File: src/rtl/sparse_alias_dec.sv
module sparse_alias_dec #(
  parameter int DW       = 16,
  parameter int MAW      = 20,
  parameter logic [7:0] CTRL_IDX = 8'h53,
  parameter int MM_BIT   = 4
) (
  input  logic           clk,
  input  logic           rst_n,
  input  logic           legacy10,
  input  logic           io_wr,
  input  logic [15:0]    io_addr,
  input  logic           mem_wr,
  input  logic           mem_rd,
  input  logic [MAW-1:0] mem_addr,
  input  logic [DW-1:0]  wr_data,
  output logic           mm_on,
  output logic           reg_we,
  output logic [1:0]     reg_grp,
  output logic [3:0]     reg_sel,
  output logic [DW-1:0]  reg_data,
  output logic           pix_valid,
  output logic [DW-1:0]  pix_data
);
  logic [7:0] idx_q, ctrl_q;

  wire [15:0] io_cmp  = legacy10 ? {6'b0, io_addr[9:0]} : io_addr;
  wire        io_idx  = io_wr && io_cmp == 16'h03D4;
  wire        io_dat  = io_wr && io_cmp == 16'h03D5;
  wire        io_ext  = io_wr && io_addr[15:14] == 2'b10 && io_addr[7:0] == 8'hE8;
  wire        io_pix  = io_wr && (io_addr == 16'hE2E8 || io_addr == 16'hE2EA);

  wire        mem_ok  = mem_wr && !mem_rd && !io_wr && mm_on;
  wire        mem_ext = mem_ok && mem_addr[MAW-1:16] == 4'hA &&
                        mem_addr[15:14] == 2'b10 && mem_addr[7:0] == 8'hE8 &&
                        !(mem_addr[15:8] == 8'hBE && wr_data[DW-1:DW-4] == 4'hF);
  wire        mem_pix = mem_ok && mem_addr[MAW-1:15] == 5'b10100;

  wire [15:0] sel_src = io_wr ? io_addr : mem_addr[15:0];

  assign mm_on = ctrl_q[MM_BIT];

  always_ff @(posedge clk) begin
    if (!rst_n) begin
      idx_q     <= '0;
      ctrl_q    <= '0;
      reg_we    <= 1'b0;
      reg_grp   <= '0;
      reg_sel   <= '0;
      reg_data  <= '0;
      pix_valid <= 1'b0;
      pix_data  <= '0;
    end else begin
      if (io_idx) idx_q <= wr_data[7:0];
      if (io_dat && idx_q == CTRL_IDX) ctrl_q <= wr_data[7:0];
      reg_we    <= io_ext || mem_ext;
      pix_valid <= io_pix || mem_pix;
      if (io_ext || mem_ext) begin
        reg_grp  <= sel_src[13:12];
        reg_sel  <= sel_src[11:8];
        reg_data <= wr_data;
      end
      if (io_pix || mem_pix) pix_data <= wr_data;
    end
  end
endmodule


File: config.mk
export PLATFORM = sky130hd
export DESIGN_NAME = sparse_alias_dec
export DESIGN_NICKNAME = d
export VERILOG_FILES = /design/src/rtl/sparse_alias_dec.sv
export SDC_FILE = /design/constraint.sdc
export NUM_CORES = 1
export LEC_CHECK = 0
export ABC_CLOCK_PERIOD_IN_PS = 1700
export BUFFER_PORTS_ARGS = -buffer_cell sky130_fd_sc_hd__buf_2
export CORE_AREA = 3 3 86 88
export CTS_CLUSTER_DIAMETER = 80
export DETAILED_ROUTE_END_ITERATION = 10
export DIE_AREA = 0 0 89 91
export PLACE_DENSITY = 0.68
export SLEW_MARGIN = 20
export SYNTH_ARGS = -nofsm -noshare
export SYNTH_HDL_FRONTEND = slang
export SYNTH_SLANG_ARGS = --single-unit
export TNS_END_PERCENT = 30
File: constraint.sdc
create_clock -name clk -period 1.7 [get_ports clk]
set_input_delay 0.17 -clock clk [delete_from_list [all_inputs] [get_ports clk]]
set_output_delay 0.17 -clock clk [all_outputs]
set_load 0.005 [all_outputs]
; Yosys cells after proc, flatten, opt, wreduce, memory -nomap -nowiden
; Cells that the tools add are included.
[word_totals]
register_bits = 53
wordCells = 44
out_inout_bits = 41
in_bits = 58
[classes]
n_eq_ne = 13
muxes = 2
reduce_logical = 21
[ops]
columns = op, n
row1 = $eq A16 B10 Y1 const B, 2
row2 = $eq A16 B16 Y1 const B, 2
row3 = $eq A8 B8 Y1 const B, 3
row4 = $mux W16, 1
row5 = $logic_and A1 B1 Y1, 15
row6 = $mux W14, 1
row7 = $eq A4 B4 Y1 const B, 2
row8 = $eq A8 B7 Y1 const B, 1
row9 = $eq A5 B5 Y1 const B, 1
row10 = $eq A2 B2 Y1 const B, 2
row11 = $logic_not A1 Y1, 3
row12 = $logic_or A1 B1 Y1, 3

; Logic depth before layout (Yosys ltp)
; Gate-level depths: netlist of the first run.
[depth]
depth_word = 9
ltp_mapped = 8
mapped_depth_nobuf = 4

; Least setup slack after synthesis of the first run
; Ideal clock, no wire load.
[synth_timing]
path_kind = input -> register
startpoint = input port io_wr
endpoint = register reg_data[10]
arrival_time_ps = 1604
path_stages = 8
setup_ps = 127
n_path_buf = 4
setup_slack_ps = -31
required_time_ps = 1573
path_cell_list = buf_6 or3b_1 buf_2 or3_1 buf_2 buf_6 a41oi_2 nand3_1
[synth_via]
elab_chain_len = 8
elab_cells_between_ends = 10
cone_classes = reduce/logical: 10
[synth_rtl]
columns = element, line
row1 = "start, declared", 10  ; input logic io_wr,
row2 = $logic_not A1 Y1, 32  ; wire mem_ok = mem_wr && !mem_rd && !io_wr && mm_on;
row3 = $logic_and A1 B1 Y1 (2 in a row), 32
row4 = $logic_and A1 B1 Y1 (2 in a row), 33  ; wire mem_ext = mem_ok && mem_addr[MAW-1:16] == 4'hA &&
row5 = $logic_and A1 B1 Y1 (2 in a row), 34  ; mem_addr[15:14] == 2'b10 && mem_addr[7:0] == 8'hE8 &&
row6 = $logic_or A1 B1 Y1 (*), 57  ; if (io_ext || mem_ext) begin
row7 = "end signal, assigned", 60  ; reg_data <= wr_data;
row8 = "end, declared", 20  ; output logic [DW-1:0] reg_data,
; Mark *: on every way between the ends. The rest lies on a longest branch, timed or not.
; A chain may end at the register's enable or synchronous reset.

; Worst setup path in the final report of the first run
[layout_timing]
startpoint = register ctrl_q[4]
endpoint = register reg_data[6]
[layout_via]
elab_chain_len = 6
[layout_rtl]
columns = element, line
row1 = "start, declared", 24  ; logic [7:0] idx_q, ctrl_q;
row2 = "start signal, assigned", 54  ; if (io_dat && idx_q == CTRL_IDX) ctrl_q <= wr_data[7:0];
row3 = $logic_and A1 B1 Y1, 32
row4 = $logic_and A1 B1 Y1 (2 in a row), 33
row5 = $logic_and A1 B1 Y1 (2 in a row), 34
row6 = $logic_or A1 B1 Y1, 57
; No other way between the ends.

==> results of run 1 <==
==> worst max path at each step <==
stage | start | endpoint | slack [ps] | depth (start not counted)
floorplan | io_wr | reg_data[10]$_SDFFE_PN0P_ | -8 | 8
global placement | mem_addr[1] | reg_data[9]$_SDFFE_PN0P_ | -50 | 7
detailed placement | mem_addr[1] | reg_data[11]$_SDFFE_PN0P_ | -120 | 7
CTS | ctrl_q[4]$_SDFFE_PN0P_ | reg_data[6]$_SDFFE_PN0P_ | 30 | 5
global route | ctrl_q[4]$_SDFFE_PN0P_ | reg_data[9]$_SDFFE_PN0P_ | 2 | 5
finish | ctrl_q[4]$_SDFFE_PN0P_ | reg_data[6]$_SDFFE_PN0P_ | 100 | 5
==> sequential cells by signal, indices dropped and copies added (netlist names) <==
signal and cells:
idx_q 8, reg_we 1, reg_data 16, pix_valid 1
reg_grp 2, pix_data 16, ctrl_q 1, reg_sel 4
==> final cells by class <==
type | count | share of cell area
Multi-Input combinational cell | 202 | 0.447
Timing Repair Buffer | 119 | 0.203
Inverter | 2 | 0.00217
Clock buffer | 6 | 0.0239
Sequential cell | 49 | 0.284
Clock inverter | 2 | 0.0109
Tap cell | 80 | 0.0290
==> worst max-delay path: stages, from the launching register on <==
cell and delay (ps):
dfxtp_2 350, and4bb_1 230, nand4_1 120, buf_6 220
or4_1 540, nand3_1 100
==> synthesized netlist by cell type (5+ instances only) <==
cell,number,area [sq um]
a211oi_1,5,37.5
a311oi_1,7,61.3
a41oi_2,13,211
buf_2,5,25.0
clkbuf_1,20,75.1
dfxtp_1,49,981
mux2i_1,29,290
nand2_1,41,154
nand3_1,17,85.1
nor4_1,16,100
o2111ai_1,16,140
or4_1,17,128
==> power by group through the flow <==
stage	sequential, mW	combinational [mW]	clock [mW]
after global routing	1.15	0.226	0.937
after floorplan	1.17	0.0938	0
final	1.15	0.207	0.875
after detailed placement	1.17	0.204	0
after global placement	1.17	0.201	0
after CTS	1.15	0.205	0.898
==> what timing repair did <==
item / 4_1_cts / 5_1_grt
endpoints found under the setup margin: 0 / 16
endpoints found under the hold margin: 0 / 0
gates resized for setup: 0 / 4
==> placed cells by master (no fill, tap or decap), drive strengths merged, types with 7 or more instances in the layout <==
| cell type | netlist | routed |
|---|---|---|
| nand2 | 41 | 41 |
| a41oi | 16 | 16 |
| mux2i | 29 | 29 |
| nor4 | 16 | 16 |
| dfxtp | 49 | 49 |
| or4 | 17 | 17 |
| o2111ai | 16 | 16 |
| nand3 | 17 | 17 |
| buf | 11 | 119 |
| a311oi | 7 | 7 |
==> cell families after synthesis <==
kind of cell,count (synthesis),share of synthesized area
buf+inv,33,0.0586
compound gates,50,0.196
flops,49,0.368
mux,29,0.109
simple gates,123,0.269
==> routing by layer <==
metal,part of all wire,routed length [um],vias to the layer above,track usage
li1,-,-,1317,-
met1,0.44,3570,1267,0.256
met2,0.50,4040,70,0.327
met3,0.046,370,6,0.0390
met4,0.011,85,0,0.0496
met5,0,0,-,0
==> per-stage QoR <==
step | hold WS [ps] | util
floorplan | 346 | -
global placement | 442 | 0.495
detailed placement | 449 | 0.495
CTS | 149 | 0.513
global route | 163 | 0.515
finish | 158 | 0.515
==> summary.txt, run 1 <==
Data required time of the worst path - 1950 ps
H-tree depth - 2
FF-to-FF End - reg_data[6]$_SDFFE_PN0P_
RSZ-0062 raised after global routing - false
Largest net degree at the start of global routing - 34
Fraction of registers with async set/reset - 0
Fmax - 623 MHz
Global placement routability congestion - 0.853
Filler instances - 633
Layout cells sized above 1 - 0.387
Initial drt markers - 201
Sequential share of the synthesized area - 0.368
Total power - 2.23 mW
Initial antenna violation count - 0
Final Worst Setup Slack - 96.0 ps
Postcts setup bufs - 0
TritonCTS clock tree - built
Number of synthesized flops with an enable pin - 0
Area of the multi-input gates - 1550 sq um
Crit share post-route - 0.944
Sequential Power Share - 0.514
Clk root buf - clkbuf_8
Vias - 2,660
Remaining antenna violation count - 0
Hold Path Cell Cnt - 3
Max Cap Viol - 0
FF/Latch Area - 982 sq um
Rel. slew slack - 0.752
Vias in the first global route - 2,686
Clock power share - 0.393
Worst-Margin Slew - 369 ps
Final hold vios - 0
Switch share - 0.233
Initial Utilization - 0.397
Worst Hold Class - primary input to flop
# hold bufs at CTS - 0
R2R depth - 5
CP max FO - 28
Pre-CTS WS - -119 ps
Die Y - 91 um
Mapped cell area - 2670 sq um
Die Area - 8100 sq um
Design area - 3460 sq um
Leakage power total - 1.53 nW
Syn Area/Cell - 9.39 sq um
Worst setup EP type - flop
Via density per instance - 5.78
CTS buffer count - 5
Hpwl dp - 5790 um
Distinct cells, synth - 42
R2r setup slk - 100 ps
CP Data Arrival Time - 1850 ps
Most used flip-flop cell after synthesis - dfxtp_1
Post-DP Area - 3320 sq um
Worst R2R Start - ctrl_q[4]$_SDFFE_PN0P_
Mapped Cells - 284
Worst Skew - 6.73 ps
PD cells - 645 nW/um^2
Clk_lat worst skew - 300 ps
# IOs - 99
Status - finished clean
Maximum vdd drop - 0.385 mV
DR DRC count - 0
First-pass GRT wire length - 12,900 um
Internal Pwr Total - 1.71 mW
Comb pwr share - 0.093
WL/cell - 17.5 um
Ant diodes - 0
Chip width - 89 um
DR pass1 iterations - 4
Bufs on Longest Clock Path - 2
Area Growth Syn to Fin - 29.6%
Dpl cells - 452
Ys Warns - 0
Final Critical Period - 1600 ps
CP Class - flop to flop
Hold EP - reg_sel[1]$_SDFFE_PN0P_
Layout Nets - 437
Yosys reg bits - 49
Remaining global-route overflow - 0
TNS Setup - 0 ps
# rows - 30
GRT Total Usage - 0.196
CP startpoint kind - flop
Hold_sp - mem_addr[9]
Final setup fails - 0
Routed wire length - 8060 um
Syn_nets - 342
Buffers added on ports - 98
Finished Layout Cells - 460
Core region area - 6720 sq um
CTS Sinks - 49
Total net switching power - 0.520 mW
Clk slew on worst S/H paths - 90 ps
Max Transition Viols Final - 0
Power figures use the tool's default switching activity.
==> run 2: changes to the inputs <==
Settings changed: ABC_CLOCK_PERIOD_IN_PS 1700 to 1760, PLACE_DENSITY 0.68 to 0.66.
Clock period 1.7 ns to 1.76 ns, I/O delays scaled along.
==> summary.txt, run 2 (synthesized netlist as in run 1, its figures left out) <==
Post-cts sizing count - 0 (unchanged)
# IOs - 99 (unchanged)
Initial drt markers - 260 (was 201)
Largest net degree at the start of global routing - 42 (was 34)
DR DRC count - 0 (unchanged)
Core region area - 6720 sq um (unchanged)
TNS Setup - 0 ps (unchanged)
Worst R2R Start - ctrl_q[4]$_SDFFE_PN0P_ (unchanged)
Die Area - 8100 sq um (unchanged)
Hold Path Cell Cnt - 3 (unchanged)
Slowest-stage cell, CP - or4_1 (unchanged)
Rel. slew slack - 0.746 (was 0.752)
Routed wire length - 7630 um (was 8060 um)
Crit share post-route - 0.927 (was 0.944)
Die Y - 91 um (unchanged)
Switch share - 0.274 (was 0.233)
RSZ-0062 raised after global routing - false (unchanged)
Max Cap Viol - 0 (unchanged)
R2r setup slk - 130 ps (was 100 ps)
Clock power share - 0.363 (was 0.393)
Worst setup EP type - flop (unchanged)
Area Growth Syn to Fin - 26.8% (was 29.6%)
R2R depth - 5 (unchanged)
PD cells - 605 nW/um^2 (was 645 nW/um^2)
# rows - 30 (unchanged)
Data required time of the worst path - 2020 ps (was 1950 ps)
Bufs on Longest Clock Path - 2 (unchanged)
CP startpoint kind - flop (unchanged)
Comb pwr share - 0.095 (was 0.093)
Layout Nets - 430 (was 437)
Postcts setup bufs - 0 (unchanged)
Hold EP - reg_sel[1]$_SDFFE_PN0P_ (unchanged)
Clk_lat worst skew - 320 ps (was 300 ps)
Initial Utilization - 0.397 (unchanged)
Vias in the first global route - 2,461 (was 2,686)
Fmax - 613 MHz (was 623 MHz)
Maximum vdd drop - 0.339 mV (was 0.385 mV)
Via density per instance - 5.81 (was 5.78)
Sequential Power Share - 0.541 (was 0.514)
FF-to-FF End - reg_data[14]$_SDFFE_PN0P_ (was reg_data[6]$_SDFFE_PN0P_)
Layout cells sized above 1 - 0.367 (was 0.387)
Final hold vios - 0 (unchanged)
CP Cell Sequence - and4bb_1 -> nand4_1 -> buf_4 -> or4_1 -> nand3_1 (was and4bb_1 -> nand4_1 -> buf_6 -> or4_1 -> nand3_1)
TritonCTS clock tree - built (unchanged)
Buffers added on ports - 98 (unchanged)
Most common cell after layout, fill and taps aside - buf_2 (unchanged)
CP Class - flop to flop (unchanged)
Final setup fails - 0 (unchanged)
Remaining antenna violation count - 0 (unchanged)
Critical path's top delay family - simple AND/OR/NAND/NOR gates (unchanged)
CTS Sinks - 49 (unchanged)
Status - finished clean (unchanged)
Hpwl dp - 5460 um (was 5790 um)
Post-layout util - 0.503 (was 0.515)
Max Transition Viols Final - 0 (unchanged)
CP max FO - 33 (was 28)
Chip width - 89 um (unchanged)
WL/cell - 16.8 um (was 17.5 um)
CTS buffer count - 5 (unchanged)
Initial antenna violation count - 0 (unchanged)
GRT Total Usage - 0.188 (was 0.196)
CP Data Arrival Time - 1890 ps (was 1850 ps)
Buf/Inv on CP - 1 (unchanged)
First-pass GRT wire length - 12,200 um (was 12,900 um)
Remaining global-route overflow - 0 (unchanged)
Hold_sp - mem_addr[9] (unchanged)
Ant diodes - 0 (unchanged)
Final Critical Period - 1630 ps (was 1600 ps)
# hold bufs at CTS - 0 (unchanged)
Worst-Margin Slew - 378 ps (was 369 ps)
Worst path max stage delay - 540 ps (about the same)
Largest regs - pix_data x16, reg_data x16, idx_q x8 (unchanged)
Clk slew on worst S/H paths - 100 ps (was 90 ps)
DR pass1 iterations - 4 (unchanged)
Leakage power total - 1.49 nW (was 1.53 nW)
Worst Skew - 9.41 ps (was 6.73 ps)
Vias - 2,634 (was 2,660)
Total net switching power - 0.560 mW (was 0.520 mW)
Global placement routability congestion - 0.836 (was 0.853)
Commonest non-fill, non-tap cells in the layout - 98 x buf_2, 49 x dfxtp_1, 41 x nand2_1 (was 98 x buf_2, 48 x dfxtp_1, 41 x nand2_1)
Worst Hold Class - primary input to flop (unchanged)
H-tree depth - 2 (unchanged)
Internal Pwr Total - 1.49 mW (was 1.71 mW)
Clk root buf - clkbuf_8 (unchanged)
run 2: area by class of cell:
class / count / area [sq um]
Clock buffer: 5 / 68.8
Clock inverter: 3 / 28.8
Fill cell: 645 / 3340
Inverter: 2 / 7.51
Multi-Input combinational cell: 202 / 1540
Sequential cell: 49 / 981
Tap cell: 80 / 100
Timing Repair Buffer: 112 / 658
run 2: how the worst max path moves through the flow:
stage | startpoint | to | cells past startpoint | slack [ps]
floorplan | io_wr | reg_data[10]$_SDFFE_PN0P_ | 8 | 20
global placement | mem_addr[1] | reg_data[10]$_SDFFE_PN0P_ | 6 | 30
detailed placement | mem_addr[1] | reg_data[5]$_SDFFE_PN0P_ | 6 | 6
CTS | ctrl_q[4]$_SDFFE_PN0P_ | reg_data[14]$_SDFFE_PN0P_ | 5 | 120
global route | ctrl_q[4]$_SDFFE_PN0P_ | reg_data[14]$_SDFFE_PN0P_ | 5 | 20
finish | ctrl_q[4]$_SDFFE_PN0P_ | reg_data[14]$_SDFFE_PN0P_ | 5 | 130
run 2: routing by layer:
metal / vias to the layer above / GRT usage / share of wire
met4: 0 / 0.0409 / 0.0096
li1: 1306 / - / -
met3: 6 / 0.0336 / 0.045
met1: 1259 / 0.261 / 0.44
met2: 63 / 0.303 / 0.51
met5: - / 0 / 0
run 2: power by group through the flow:
stage / clock network [mW] / logic [mW] / registers (mW)
2_1_floorplan: 0 / 0.0871 / 1.13
3_5_place_dp: 0 / 0.194 / 1.13
3_3_place_gp: 0 / 0.193 / 1.13
6_report: 0.744 / 0.195 / 1.11
5_1_grt: 0.789 / 0.215 / 1.11
4_1_cts: 0.759 / 0.195 / 1.11
run 2: through the flow:
stage / std cells / hold slack, ps / setup slack (ps) / power (mW) / instance area, sq um
final: 453 / 159 / 129 / 2.05 / 3380
after global routing: 453 / 165 / 24.1 / 2.11 / 3380
after CTS: 453 / 155 / 124 / 2.06 / 3380
after detailed placement: 445 / 445 / 6.45 / 1.33 / 3280
after global placement: 445 / 438 / 31.1 / 1.33 / 3280
after floorplan: 284 / 352 / 23.0 / 1.22 / 2670
run 2: worst reg2reg max path, stage by stage (launching register included):
cell and delay, ps:
dfxtp_1 360, and4bb_1 220, nand4_1 100, buf_4 260, or4_1 550, nand3_1 90
==> run 3: changes to the inputs <==
Settings changed: BUFFER_PORTS_ARGS -buffer_cell sky130_fd_sc_hd__buf_2 to -buffer_cell sky130_fd_sc_hd__buf_4.
==> summary.txt, run 3 (synthesized netlist as in run 1, its figures left out) <==
Status - finished clean (unchanged)
Hold EP - reg_sel[1]$_SDFFE_PN0P_ (unchanged)
GRT Total Usage - 0.194 (was 0.188)
Remaining antenna violation count - 0 (unchanged)
Hold_sp - mem_addr[9] (unchanged)
CP max FO - 29 (was 33)
Post-cts sizing count - 0 (unchanged)
Core region area - 6720 sq um (unchanged)
Worst R2R Start - ctrl_q[4]$_SDFFE_PN0P_ (unchanged)
Post-layout util - 0.544 (was 0.503)
Filler instances - 615 (was 645)
DR DRC count - 0 (unchanged)
Initial Utilization - 0.397 (unchanged)
Global placement routability congestion - 0.849 (was 0.836)
# IOs - 99 (unchanged)
Design area - 3650 sq um (was 3380 sq um)
Post-DP Area - 3530 sq um (was 3280 sq um)
Ant diodes - 0 (unchanged)
Chip width - 89 um (unchanged)
Remaining global-route overflow - 0 (unchanged)
Layout cells sized above 1 - 0.371 (was 0.367)
Clk slew on worst S/H paths - 100 ps (about the same)
Crit share post-route - 0.935 (was 0.927)
CTS buffer count - 5 (unchanged)
Pre-CTS WS - -29.7 ps (was 6.45 ps)
FF-to-FF End - reg_data[7]$_SDFFE_PN0P_ (was reg_data[14]$_SDFFE_PN0P_)
H-tree depth - 2 (unchanged)
Final Worst Setup Slack - 114 ps (was 129 ps)
# rows - 30 (unchanged)
Comb pwr share - 0.104 (was 0.095)
Clk root buf - clkbuf_8 (unchanged)
Largest net degree at the start of global routing - 37 (was 42)
Final Critical Period - 1650 ps (was 1630 ps)
Clock power share - 0.391 (was 0.363)
Die Area - 8100 sq um (unchanged)
Maximum vdd drop - 0.288 mV (was 0.339 mV)
Worst hold slack - 165 ps (was 159 ps)
# hold bufs at CTS - 0 (unchanged)
First-pass GRT wire length - 12,600 um (was 12,200 um)
Bufs on Longest Clock Path - 2 (unchanged)
Switch share - 0.233 (was 0.274)
Worst Hold Class - primary input to flop (unchanged)
TritonCTS clock tree - built (unchanged)
RSZ-0062 raised after global routing - false (unchanged)
Leakage power total - 1.55 nW (was 1.49 nW)
Area Growth Syn to Fin - 36.9% (was 26.8%)
Clk_lat worst skew - 310 ps (was 320 ps)
R2r setup slk - 110 ps (was 130 ps)
Worst Skew - 5.94 ps (was 9.41 ps)
CTS Sinks - 49 (unchanged)
Sequential Power Share - 0.505 (was 0.541)
Via density per instance - 5.86 (was 5.81)
Initial antenna violation count - 0 (unchanged)
Rel. slew slack - 0.713 (was 0.746)
Final hold vios - 0 (unchanged)
R2R depth - 5 (unchanged)
Commonest non-fill, non-tap cells in the layout - 110 x buf_4, 49 x dfxtp_1, 41 x nand2_1 (was 98 x buf_2, 49 x dfxtp_1, 41 x nand2_1)
Hold Path Cell Cnt - 3 (unchanged)
Largest regs - pix_data x16, reg_data x16, idx_q x8 (unchanged)
Die Y - 91 um (unchanged)
Most common cell after layout, fill and taps aside - buf_4 (was buf_2)
PD cells - 601 nW/um^2 (was 605 nW/um^2)
CP startpoint kind - flop (unchanged)
Area of the multi-input gates - 1540 sq um (unchanged)
Layout Nets - 432 (was 430)
WL/cell - 17.4 um (was 16.8 um)
Initial drt markers - 239 (was 260)
Routed wire length - 7910 um (was 7630 um)
Max Cap Viol - 0 (unchanged)
Max Transition Viols Final - 0 (unchanged)
Internal Pwr Total - 1.68 mW (was 1.49 mW)
DR pass1 iterations - 4 (unchanged)
Data required time of the worst path - 2010 ps (was 2020 ps)
CP Class - flop to flop (unchanged)
Hpwl dp - 5630 um (was 5460 um)
Buffers added on ports - 98 (unchanged)
Postcts setup bufs - 0 (unchanged)
Total net switching power - 0.513 mW (was 0.560 mW)
TNS Setup - 0 ps (unchanged)
Fmax - 608 MHz (was 613 MHz)
FF/Latch Area - 981 sq um (unchanged)
Vias - 2,668 (was 2,634)
Worst setup EP type - flop (unchanged)
Final setup fails - 0 (unchanged)
Worst-Margin Slew - 428 ps (was 378 ps)
CP Data Arrival Time - 1900 ps (was 1890 ps)
Vias in the first global route - 2,481 (was 2,461)
[run 3: power groups by stage]
stage / combinational (mW) / sequential (mW) / clock [mW]
after global routing: 0.248 / 1.11 / 0.919
after detailed placement: 0.226 / 1.13 / 0
after floorplan: 0.0871 / 1.13 / 0
after CTS: 0.227 / 1.11 / 0.878
final: 0.228 / 1.11 / 0.859
after global placement: 0.224 / 1.13 / 0
[run 3: final cells by class]
| type | instances | area share |
|---|---|---|
| multi-input combinational | 202 | 0.421 |
| sequential | 49 | 0.269 |
| timing repair buffer | 114 | 0.248 |
| tap | 80 | 0.0274 |
| clock buffer | 6 | 0.0226 |
| clock inverter | 2 | 0.0103 |
| inverter | 2 | 0.00206 |
[run 3: worst max-delay path by stage]
stage          slack (ps)                         to  depth (start not counted)                    from
2_1_floorplan          20  reg_data[10]$_SDFFE_PN0P_                          8                   io_wr
3_3_place_gp           30  reg_data[10]$_SDFFE_PN0P_                          6             mem_addr[1]
3_5_place_dp          -30  reg_data[10]$_SDFFE_PN0P_                          6             mem_addr[1]
4_1_cts               110   reg_data[7]$_SDFFE_PN0P_                          5  ctrl_q[4]$_SDFFE_PN0P_
5_1_grt                 1   reg_data[7]$_SDFFE_PN0P_                          5  ctrl_q[4]$_SDFFE_PN0P_
6_report              110   reg_data[7]$_SDFFE_PN0P_                          5  ctrl_q[4]$_SDFFE_PN0P_
[run 3: critical path, cell delays in order (launching register included)]
cell,delay [ps]
dfxtp_1,370
and4bb_1,220
nand4_1,100
buf_4,250
or4_1,530
nand3_1,110
[run 3: per-stage QoR]
stage | std cells | total power [mW]
after global placement | 447 | 1.36
after CTS | 455 | 2.21
after floorplan | 284 | 1.22
after global routing | 455 | 2.28
final | 455 | 2.20
after detailed placement | 447 | 1.36
[run 3: per-layer routing]
| metal | GRT usage | part of all wire |
|---|---|---|
| met1 | 0.277 | 0.45 |
| met2 | 0.297 | 0.49 |
| met3 | 0.0381 | 0.053 |
| met4 | 0.0496 | 0.014 |
| met5 | 0 | 0 |
